`config.mk`:
```
export PLATFORM = sky130hd
export DESIGN_NAME = bspc_top
export DESIGN_NICKNAME = d
export VERILOG_FILES = /design/src/rtl/bspc_pkg.sv /design/src/rtl/bspc_timer.sv /design/src/rtl/bspc_pulse_counter.sv /design/src/rtl/bspc_fsm.sv /design/src/rtl/bspc_top.sv
export SDC_FILE = /design/constraint.sdc
export NUM_CORES = 1
export LEC_CHECK = 0
export ABC_AREA = 0
export BUFFER_PORTS_ARGS = -buffer_cell sky130_fd_sc_hd__clkbuf_2
export CAP_MARGIN = 0
export CORE_ASPECT_RATIO = 1.2
export CORE_UTILIZATION = 40
export CTS_BUF_LIST = sky130_fd_sc_hd__clkbuf_4 sky130_fd_sc_hd__clkbuf_8
export DETAILED_ROUTE_END_ITERATION = 6
export GPL_ROUTABILITY_DRIVEN = 0
export PLACE_DENSITY = 0.64
export SYNTH_ARGS = -nofsm -noshare
export SYNTH_HDL_FRONTEND = slang
export SYNTH_HIERARCHICAL = 1
export SYNTH_SLANG_ARGS = --single-unit
```
`constraint.sdc`:
```
create_clock -name clk -period 6.6 [get_ports clk]
set_input_delay 0.99 -clock clk [delete_from_list [all_inputs] [get_ports clk]]
set_output_delay 0.99 -clock clk [all_outputs]
set_load 0.01 [all_outputs]
```
`src/rtl/bspc_pkg.sv`:
```
package bspc_pkg;
  typedef enum logic [1:0] {
    ST_IDLE   = 2'd0,
    ST_CHARGE = 2'd1,
    ST_PULSE  = 2'd2,
    ST_OFF    = 2'd3
  } bspc_state_e;
endpackage

```
`src/rtl/bspc_timer.sv`:
```
module bspc_timer #(
  parameter int W = 16
) (
  input  logic         clk,
  input  logic         rst_n,
  input  logic         load,
  input  logic [W-1:0] load_val,
  input  logic         run,
  output logic         expired
);
  logic [W-1:0] cnt_q;

  always_ff @(posedge clk or negedge rst_n) begin
    if (!rst_n)                   cnt_q <= '0;
    else if (load)                cnt_q <= load_val;
    else if (run && cnt_q != '0)  cnt_q <= cnt_q - 1'b1;
  end

  assign expired = (cnt_q == '0);
endmodule

```
`src/rtl/bspc_pulse_counter.sv`:
```
module bspc_pulse_counter #(
  parameter int W = 8
) (
  input  logic         clk,
  input  logic         rst_n,
  input  logic         clear,
  input  logic         incr,
  output logic [W-1:0] count
);
  always_ff @(posedge clk or negedge rst_n) begin
    if (!rst_n)     count <= '0;
    else if (clear) count <= '0;
    else if (incr)  count <= count + 1'b1;
  end
endmodule

```
`src/rtl/bspc_fsm.sv`:
```
module bspc_fsm
  import bspc_pkg::*;
#(
  parameter int CNT_W  = 8,
  parameter int TIME_W = 16
) (
  input  logic              clk,
  input  logic              rst_n,
  input  logic              slice_start,
  input  logic [CNT_W-1:0]  target_count,
  input  logic [TIME_W-1:0] charge_delay,
  input  logic [TIME_W-1:0] off_time,
  input  logic [TIME_W-1:0] pulse_timeout,
  input  logic              pulse_done_n,
  input  logic              tmr_expired,
  input  logic [CNT_W-1:0]  pulse_cnt,
  output logic              tmr_load,
  output logic [TIME_W-1:0] tmr_val,
  output logic              tmr_run,
  output logic              cnt_clr,
  output logic              cnt_inc,
  output logic              drv_en,
  output logic              shunt_en,
  output logic              slice_done,
  output logic              slice_err
);
  bspc_state_e state_q, state_d;
  logic [CNT_W-1:0] tgt_q;
  logic finish, abort, accept;

  always_comb begin
    state_d  = state_q;
    tmr_load = 1'b0;
    tmr_val  = '0;
    cnt_clr  = 1'b0;
    cnt_inc  = 1'b0;
    finish   = 1'b0;
    abort    = 1'b0;
    accept   = 1'b0;
    case (state_q)
      ST_IDLE: if (slice_start) begin
        state_d  = ST_CHARGE;
        tmr_load = 1'b1;
        tmr_val  = charge_delay;
        cnt_clr  = 1'b1;
        accept   = 1'b1;
      end
      ST_CHARGE: if (tmr_expired) begin
        if (tgt_q == '0) begin
          state_d = ST_IDLE;
          finish  = 1'b1;
        end else begin
          state_d  = ST_PULSE;
          tmr_load = 1'b1;
          tmr_val  = pulse_timeout;
        end
      end
      ST_PULSE: if (!pulse_done_n) begin
        state_d  = ST_OFF;
        cnt_inc  = 1'b1;
        tmr_load = 1'b1;
        tmr_val  = off_time;
      end else if (tmr_expired) begin
        state_d = ST_IDLE;
        finish  = 1'b1;
        abort   = 1'b1;
      end
      ST_OFF: if (tmr_expired) begin
        if (pulse_cnt == tgt_q) begin
          state_d = ST_IDLE;
          finish  = 1'b1;
        end else begin
          state_d  = ST_PULSE;
          tmr_load = 1'b1;
          tmr_val  = pulse_timeout;
        end
      end
      default: state_d = ST_IDLE;
    endcase
  end

  assign tmr_run = (state_q != ST_IDLE);

  always_ff @(posedge clk or negedge rst_n) begin
    if (!rst_n) begin
      state_q    <= ST_IDLE;
      tgt_q      <= '0;
      drv_en     <= 1'b0;
      shunt_en   <= 1'b1;
      slice_done <= 1'b0;
      slice_err  <= 1'b0;
    end else begin
      state_q    <= state_d;
      if (accept) tgt_q <= target_count;
      drv_en     <= (state_d != ST_IDLE);
      shunt_en   <= (state_d != ST_PULSE);
      slice_done <= finish;
      if (accept)     slice_err <= 1'b0;
      else if (abort) slice_err <= 1'b1;
    end
  end

  assert_idle_start_R2: assert property (@(posedge clk) disable iff (!rst_n)
    (state_q == ST_IDLE && slice_start) |=> (drv_en && shunt_en));

  assert_shunt_release_R3: assert property (@(posedge clk) disable iff (!rst_n)
    (state_q == ST_PULSE && !pulse_done_n) |=> shunt_en);

  assert_count_bound_R5: assert property (@(posedge clk) disable iff (!rst_n)
    drv_en |-> (pulse_cnt <= tgt_q));

  assert_zero_no_release_R6: assert property (@(posedge clk) disable iff (!rst_n)
    (drv_en && tgt_q == '0) |-> shunt_en);

  assert_err_when_idle_R7: assert property (@(posedge clk) disable iff (!rst_n)
    $rose(slice_err) |-> !drv_en);

  assert_done_on_fall_R9: assert property (@(posedge clk) disable iff (!rst_n)
    slice_done |-> $fell(drv_en));

  assert_fall_gives_done_R9: assert property (@(posedge clk) disable iff (!rst_n)
    $fell(drv_en) |-> slice_done);

  assert_busy_ignored_R10: assert property (@(posedge clk) disable iff (!rst_n)
    (state_q != ST_IDLE && slice_start) |=> $stable(tgt_q));
endmodule

```
`src/rtl/bspc_top.sv`:
```
module bspc_top #(
  parameter int CNT_W  = 8,
  parameter int TIME_W = 16
) (
  input  logic              clk,
  input  logic              rst_n,
  input  logic              slice_start,
  input  logic [CNT_W-1:0]  target_count,
  input  logic [TIME_W-1:0] charge_delay,
  input  logic [TIME_W-1:0] off_time,
  input  logic [TIME_W-1:0] pulse_timeout,
  input  logic              pulse_done_n,
  output logic              drv_en,
  output logic              shunt_en,
  output logic              slice_done,
  output logic              slice_err
);
  logic              tmr_load, tmr_run, tmr_expired;
  logic [TIME_W-1:0] tmr_val;
  logic              cnt_clr, cnt_inc;
  logic [CNT_W-1:0]  pulse_cnt;

  bspc_timer #(.W(TIME_W)) u_timer (
    .clk      (clk),
    .rst_n    (rst_n),
    .load     (tmr_load),
    .load_val (tmr_val),
    .run      (tmr_run),
    .expired  (tmr_expired)
  );

  bspc_pulse_counter #(.W(CNT_W)) u_counter (
    .clk   (clk),
    .rst_n (rst_n),
    .clear (cnt_clr),
    .incr  (cnt_inc),
    .count (pulse_cnt)
  );

  bspc_fsm #(.CNT_W(CNT_W), .TIME_W(TIME_W)) u_fsm (
    .clk           (clk),
    .rst_n         (rst_n),
    .slice_start   (slice_start),
    .target_count  (target_count),
    .charge_delay  (charge_delay),
    .off_time      (off_time),
    .pulse_timeout (pulse_timeout),
    .pulse_done_n  (pulse_done_n),
    .tmr_expired   (tmr_expired),
    .pulse_cnt     (pulse_cnt),
    .tmr_load      (tmr_load),
    .tmr_val       (tmr_val),
    .tmr_run       (tmr_run),
    .cnt_clr       (cnt_clr),
    .cnt_inc       (cnt_inc),
    .drv_en        (drv_en),
    .shunt_en      (shunt_en),
    .slice_done    (slice_done),
    .slice_err     (slice_err)
  );
endmodule

```
After elaboration in Yosys (flattened, before gate mapping)

Index checks and enable logic that the tools add are counted.

Add/subtract/negate cells: 2
Mux-type cells: 38
Eq/ne operators: 5
Reduce and logical (&&, ||, !) cells: 10

Operators with widths:

| operator                                            | number |
|---|---|
| two-way mux 16 bit                                  | 8 |
| one-hot mux 16 bit (4 select lines)                 | 1 |
| two-way mux 1 bit                                   | 17 |
| zero test 16 bit                                    | 1 |
| two-way mux 8 bit                                   | 2 |
| nonzero test 16 bit                                 | 1 |
| subtractor 16 x 1 -> 16 bit, second input constant  | 1 |
| two-way mux 2 bit                                   | 7 |
| nonzero test 2 bit                                  | 5 |
| adder 8 x 1 -> 8 bit, second input constant         | 1 |
| equality test 8 bit                                 | 1 |
| zero test 8 bit                                     | 1 |
| one-hot mux 2 bit (4 select lines)                  | 1 |
| equality test 2 bit, second input constant          | 2 |
| one-hot mux 1 bit (4 select lines)                  | 1 |
| one-hot mux 1 bit (3 select lines)                  | 1 |
| equality test 2 x 1 -> 1 bit, second input constant | 1 |
| zero test 2 bit                                     | 1 |
| inequality test 2 bit, second input constant        | 1 |
| logical AND 1 bit                                   | 1 |

Flip-flop bits (word level): 38

Longest topological paths before layout

Word-level depth: 6
Gate-level depth with buffers: 15

Modules after synthesis

Netlist, hierarchy kept.

Modules (own cells, without submodules):

| module             | area an instance (sq um) | times used | sequential area each (sq um) | cells an instance |
|---|---|---|---|---|
| bspc_fsm           | 1126.1                   | 1          | 351.6                        | 124 |
| bspc_timer         | 1054.8                   | 1          | 400.4                        | 124 |
| bspc_pulse_counter | 396.6                    | 1          | 200.2                        | 37 |

Worst setup path after synthesis

No wires, ideal clock.

Path type: flip-flop to flip-flop
Start: reg u_timer.cnt_q[7]
End: reg u_timer.cnt_q[2]
Library setup time: 133 ps
Path slack: 3217 ps
Data arrival time: 3250 ps
Clock period less this slack: 3383 ps
Cell stages (with the launch flop): 15
Buffers on the path: 4
Cells stage by stage: dfrtp_1 -> or4_1 -> buf_2 -> nor4_1 -> and2_1 -> nand2_1 -> a211oi_4 -> buf_6 -> nor3_1 -> o21ai_0 -> clkbuf_1 -> inv_1 -> clkbuf_1 -> a31oi_1 -> o41ai_1

Cells in the longest elaborated chain, start to end: 4
Elaborated cells between the ends (all ways): 11
Those cells by class: mux: 7; reduce/logical: 4

Ends and longest elaborated chain:

| item                                                     | RTL line                       | source |
|---|---|---|
| from (decl)                                              | bspc_timer.sv:11               | `logic [W-1:0] cnt_q;` |
| from (signal assigned)                                   | bspc_timer.sv:15               | `else if (load) cnt_q <= load_val;` |
| from (signal assigned)                                   | bspc_timer.sv:16               | `else if (run && cnt_q != '0) cnt_q <= cnt_q - 1'b1;` |
| zero test 16 bit (*)                                     | bspc_timer.sv:19               | `assign expired = (cnt_q == '0);` |
| net tmr_expired                                          | bspc_top.sv:18                 | `logic tmr_load, tmr_run, tmr_expired;` |
| two-way mux 1 bit, on equally long branches              | bspc_fsm.sv:68, bspc_fsm.sv:48 |  |
| one-hot mux 1 bit (4 select lines) (*)                   | bspc_fsm.sv:40                 | `case (state_q)` |
| net tmr_load                                             | bspc_top.sv:18                 |  |
| two-way mux 16 bit or nonzero test 2 bit (tied branches) | -                              |  |

The timed path passes the listed nets; every way through them passes the cells marked *.
A chain may end at the register's enable or synchronous reset.

Final worst setup path

Start: reg u_timer.cnt_q[7]
End: reg u_timer.cnt_q[13]

The elaborated chain is that of the path after synthesis.

==> results.md <==
* Outcome: complete, no violations
* Worst Path Class, Setup: flop to flop
* Max_cap viols at 0
* Worst reg2reg endpoint: u_timer/cnt_q[13]$_DFFE_PN0P_
* Initial core utilization at 0.421
* Synthesized area at 2580 um^2
* Commonest non-fill, non-tap cell in the layout: clkbuf_2
* Total core area at 6130 um^2
* Final setup skew at 0.0101 ns
* Reg2reg start: u_timer/cnt_q[7]$_DFFE_PN0P_
* FF-to-FF path depth at 11
* Maximum VDD drop at 0.155 mV
* Data required, critical path at 6.79 ns
* Ant. Diodes at 0
* Tmin final at 4.23 ns
* CP Data Arrival Time at 4.42 ns
* Clock root buffer: clkbuf_8
* Cell count after synthesis at 285
* Pins Over Slew Limit at 0
* Sequential area share after synthesis at 0.369
* Final std cells w/o fill at 418
* Relative slew slack at 0.228
* Clk slew on worst S/H paths at 0.09 ns
* IO Pins at 64
* Final hold vios at 0
* Synth warnings at 6
* Drt first pass iters at 5
* Tcrit/Tclk final at 0.642
* Die height at 89.9 um
* Top FF cell, synth: dfrtp_1
* DPL Wire Length at 4.86 mm
* WL/cell at 16.2 um
* RSZ-0062 raised after global routing: false
* Number of port buffers at 63
* Synth unique cells at 53
* Critical path capture point type: flop
* Reported leakage power at 1.21 nW
* Syn nets at 347
* Setup TNS at 0 ns
* Post-CTS setup buffers at 0
* Clock Sinks at 38
* # nets final at 397
* Area contributors post-synth: dfrtp_1 (36%), a222oi_1 (6.2%), o21ai_0 (4.9%), nand3_1 (4.1%), mux2_2 (3.5%)
* Final Setup Violations at 0
* Hold_sp: u_fsm/slice_err$_DFFE_PN0P_
* Register Area at 952 um^2
* Sink of the worst hold path: u_fsm/slice_err$_DFFE_PN0P_
* Synth-to-layout area growth at 18.4%
* DIE AREA at 6770 um^2
* Commonest non-fill, non-tap cells in the layout: clkbuf_2 (63), dfrtp_1 (37), o21ai_0 (24)
* Share of the synthesized area in the top cell type at 0.359
* Worst hold path depth at 2
* Number of global-route vias before repair at 2411
* Initial DRC count at 266
* CTS tree: done
* Max Clock Freq at 0.236 GHz
* CTS max path bufs at 2
* First-pass GRT wire length at 11.4 mm
* GR Util All Layers at 0.217
* Worst slew pin tran at 1.16 ns
* Skew-Pair Late Insertion Delay at 0.30 ns
* Post-placement cell count at 410
* Share of layout cells above drive strength 1 at 0.286
* Syn Area/Cell at 9.04 um^2
* Hold_buf cts at 0
* Async S/R FF share, synth at 1.00
* CP max FO at 21
* Initial antenna violation count at 0
* Post-synth EDFFs at 0
* Fin util at 0.498
* Total CTS buffers at 5
* CP startpoint kind: flop
* Via density at 5.97
* Largest net degree at the start of global routing at 39
* Fillers at 621
* Die Wd at 75.3 um
* Leading area contributor after synthesis: dfrtp_1
* Seq cells post-synth at 38
* Post-CTS Resized at 0
* Multi-input logic area at 1500 um^2
* Routed vias at 2496
* Pwr Density at 300 nW/um^2
* GR Overflow Total at 0
* Post-Route WL at 6.76 mm
* H-tree depth at 2
* Worst Hold Class: flop to flop
* Remaining antenna violation count at 0
* Site Rows at 31
* Reg2reg setup slack at 2.37 ns
* DRC at 0
## critical path, cell delays in order, from the launching register on
cell      delay, ns
dfrtp_1        0.43
or4_1          0.64
nor4_1         0.59
and2_1         0.34
nand2_1        0.14
a211oi_4       0.72
nor3_1         0.09
o21ai_1        0.12
buf_4          0.24
inv_1          0.33
o311a_1        0.22
a221o_1        0.26
## layout make-up
class,instances,share of cell area
Timing Repair Buffer,66,0.111
Clock inverter,2,0.0197
Sequential cell,38,0.312
Inverter,4,0.00492
Multi-Input combinational cell,220,0.492
Tap cell,82,0.0336
Clock buffer,6,0.0270
## synth_stat cells (2+ instances only)
cell,count
and2_1,3
nand2_1,18
mux2_2,8
ha_1,2
a21oi_1,6
buf_2,7
or4_1,8
o21a_1,2
or4b_1,2
nor4_4,2
inv_1,4
nand3_1,21
nand4_1,4
nand2b_1,3
a31oi_1,8
nor2_1,20
clkbuf_1,12
o21ai_0,25
o31ai_1,5
o211ai_1,4
nor4_1,3
xor2_1,3
nor3_1,8
o21ai_1,3
a222oi_1,16
buf_4,2
or3_1,9
xnor2_1,9
o41ai_1,4
or2_2,3
dfrtp_1,37
nor2b_1,3
## flip-flops by register name (all words and copies together), names as in the netlist
name	count
u_counter/count	8
u_fsm/slice_done	1
u_fsm/slice_err	1
u_fsm/drv_en	1
u_fsm/state_q	2
u_timer/cnt_q	16
u_fsm/tgt_q	8
u_fsm/shunt_en	1
## metrics by stage
stage          total power (W)  cell area (um^2)  hold WS [ns]  setup WS (ns)
2_1_floorplan         0.000583              2580         0.515           3.22
3_3_place_gp          0.000661              2910         0.489           2.58
3_5_place_dp          0.000667              2910         0.499           2.43
4_1_cts               0.000919              3050         0.520           2.40
5_1_grt               0.000982              3050         0.548           1.99
6_report              0.000916              3050         0.519           2.37
## metal layers
layer	GRT usage	vias to the layer above	routed length (um)
met3	0.0516	8	399
met2	0.347	78	3420
li1	-	1203	-
met5	0	-	0
met1	0.286	1207	2820
met4	0.0679	0	121
## cell families (layout without fill, tap and decap cells)
group	Yosys count	in the layout	synth area share
adders and majority gates	2	2	0.00971
DFF	38	38	0.369
and+or+nand+nor	113	113	0.249
buffers and inverters	27	78	0.0485
AOI/OAI and AO/OA	84	84	0.244
xor gates and xnor gates	12	12	0.0408
muxes	9	9	0.0388
## how the worst max path moves through the flow
| stage | startpoint | to | slack, ns | depth (start not counted) |
|---|---|---|---|---|
| floorplan | u_timer/cnt_q[7]$_DFFE_PN0P_ | u_timer/cnt_q[2]$_DFFE_PN0P_ | 3.22 | 14 |
| global placement | u_timer/cnt_q[7]$_DFFE_PN0P_ | u_timer/cnt_q[13]$_DFFE_PN0P_ | 2.58 | 11 |
| detailed placement | u_timer/cnt_q[7]$_DFFE_PN0P_ | u_timer/cnt_q[13]$_DFFE_PN0P_ | 2.43 | 11 |
| CTS | u_timer/cnt_q[7]$_DFFE_PN0P_ | u_timer/cnt_q[13]$_DFFE_PN0P_ | 2.40 | 11 |
| global route | u_timer/cnt_q[7]$_DFFE_PN0P_ | u_timer/cnt_q[13]$_DFFE_PN0P_ | 1.99 | 11 |
| finish | u_timer/cnt_q[7]$_DFFE_PN0P_ | u_timer/cnt_q[13]$_DFFE_PN0P_ | 2.37 | 11 |
## report_power, final
group          internal (W)  switching [W]  leakage (nW)
clock network      0.000161      0.0000892        0.0714
logic              0.000135       0.000145         0.676
registers          0.000297      0.0000890         0.464
total              0.000593       0.000323          1.21
(Power assumes the default switching activity.)
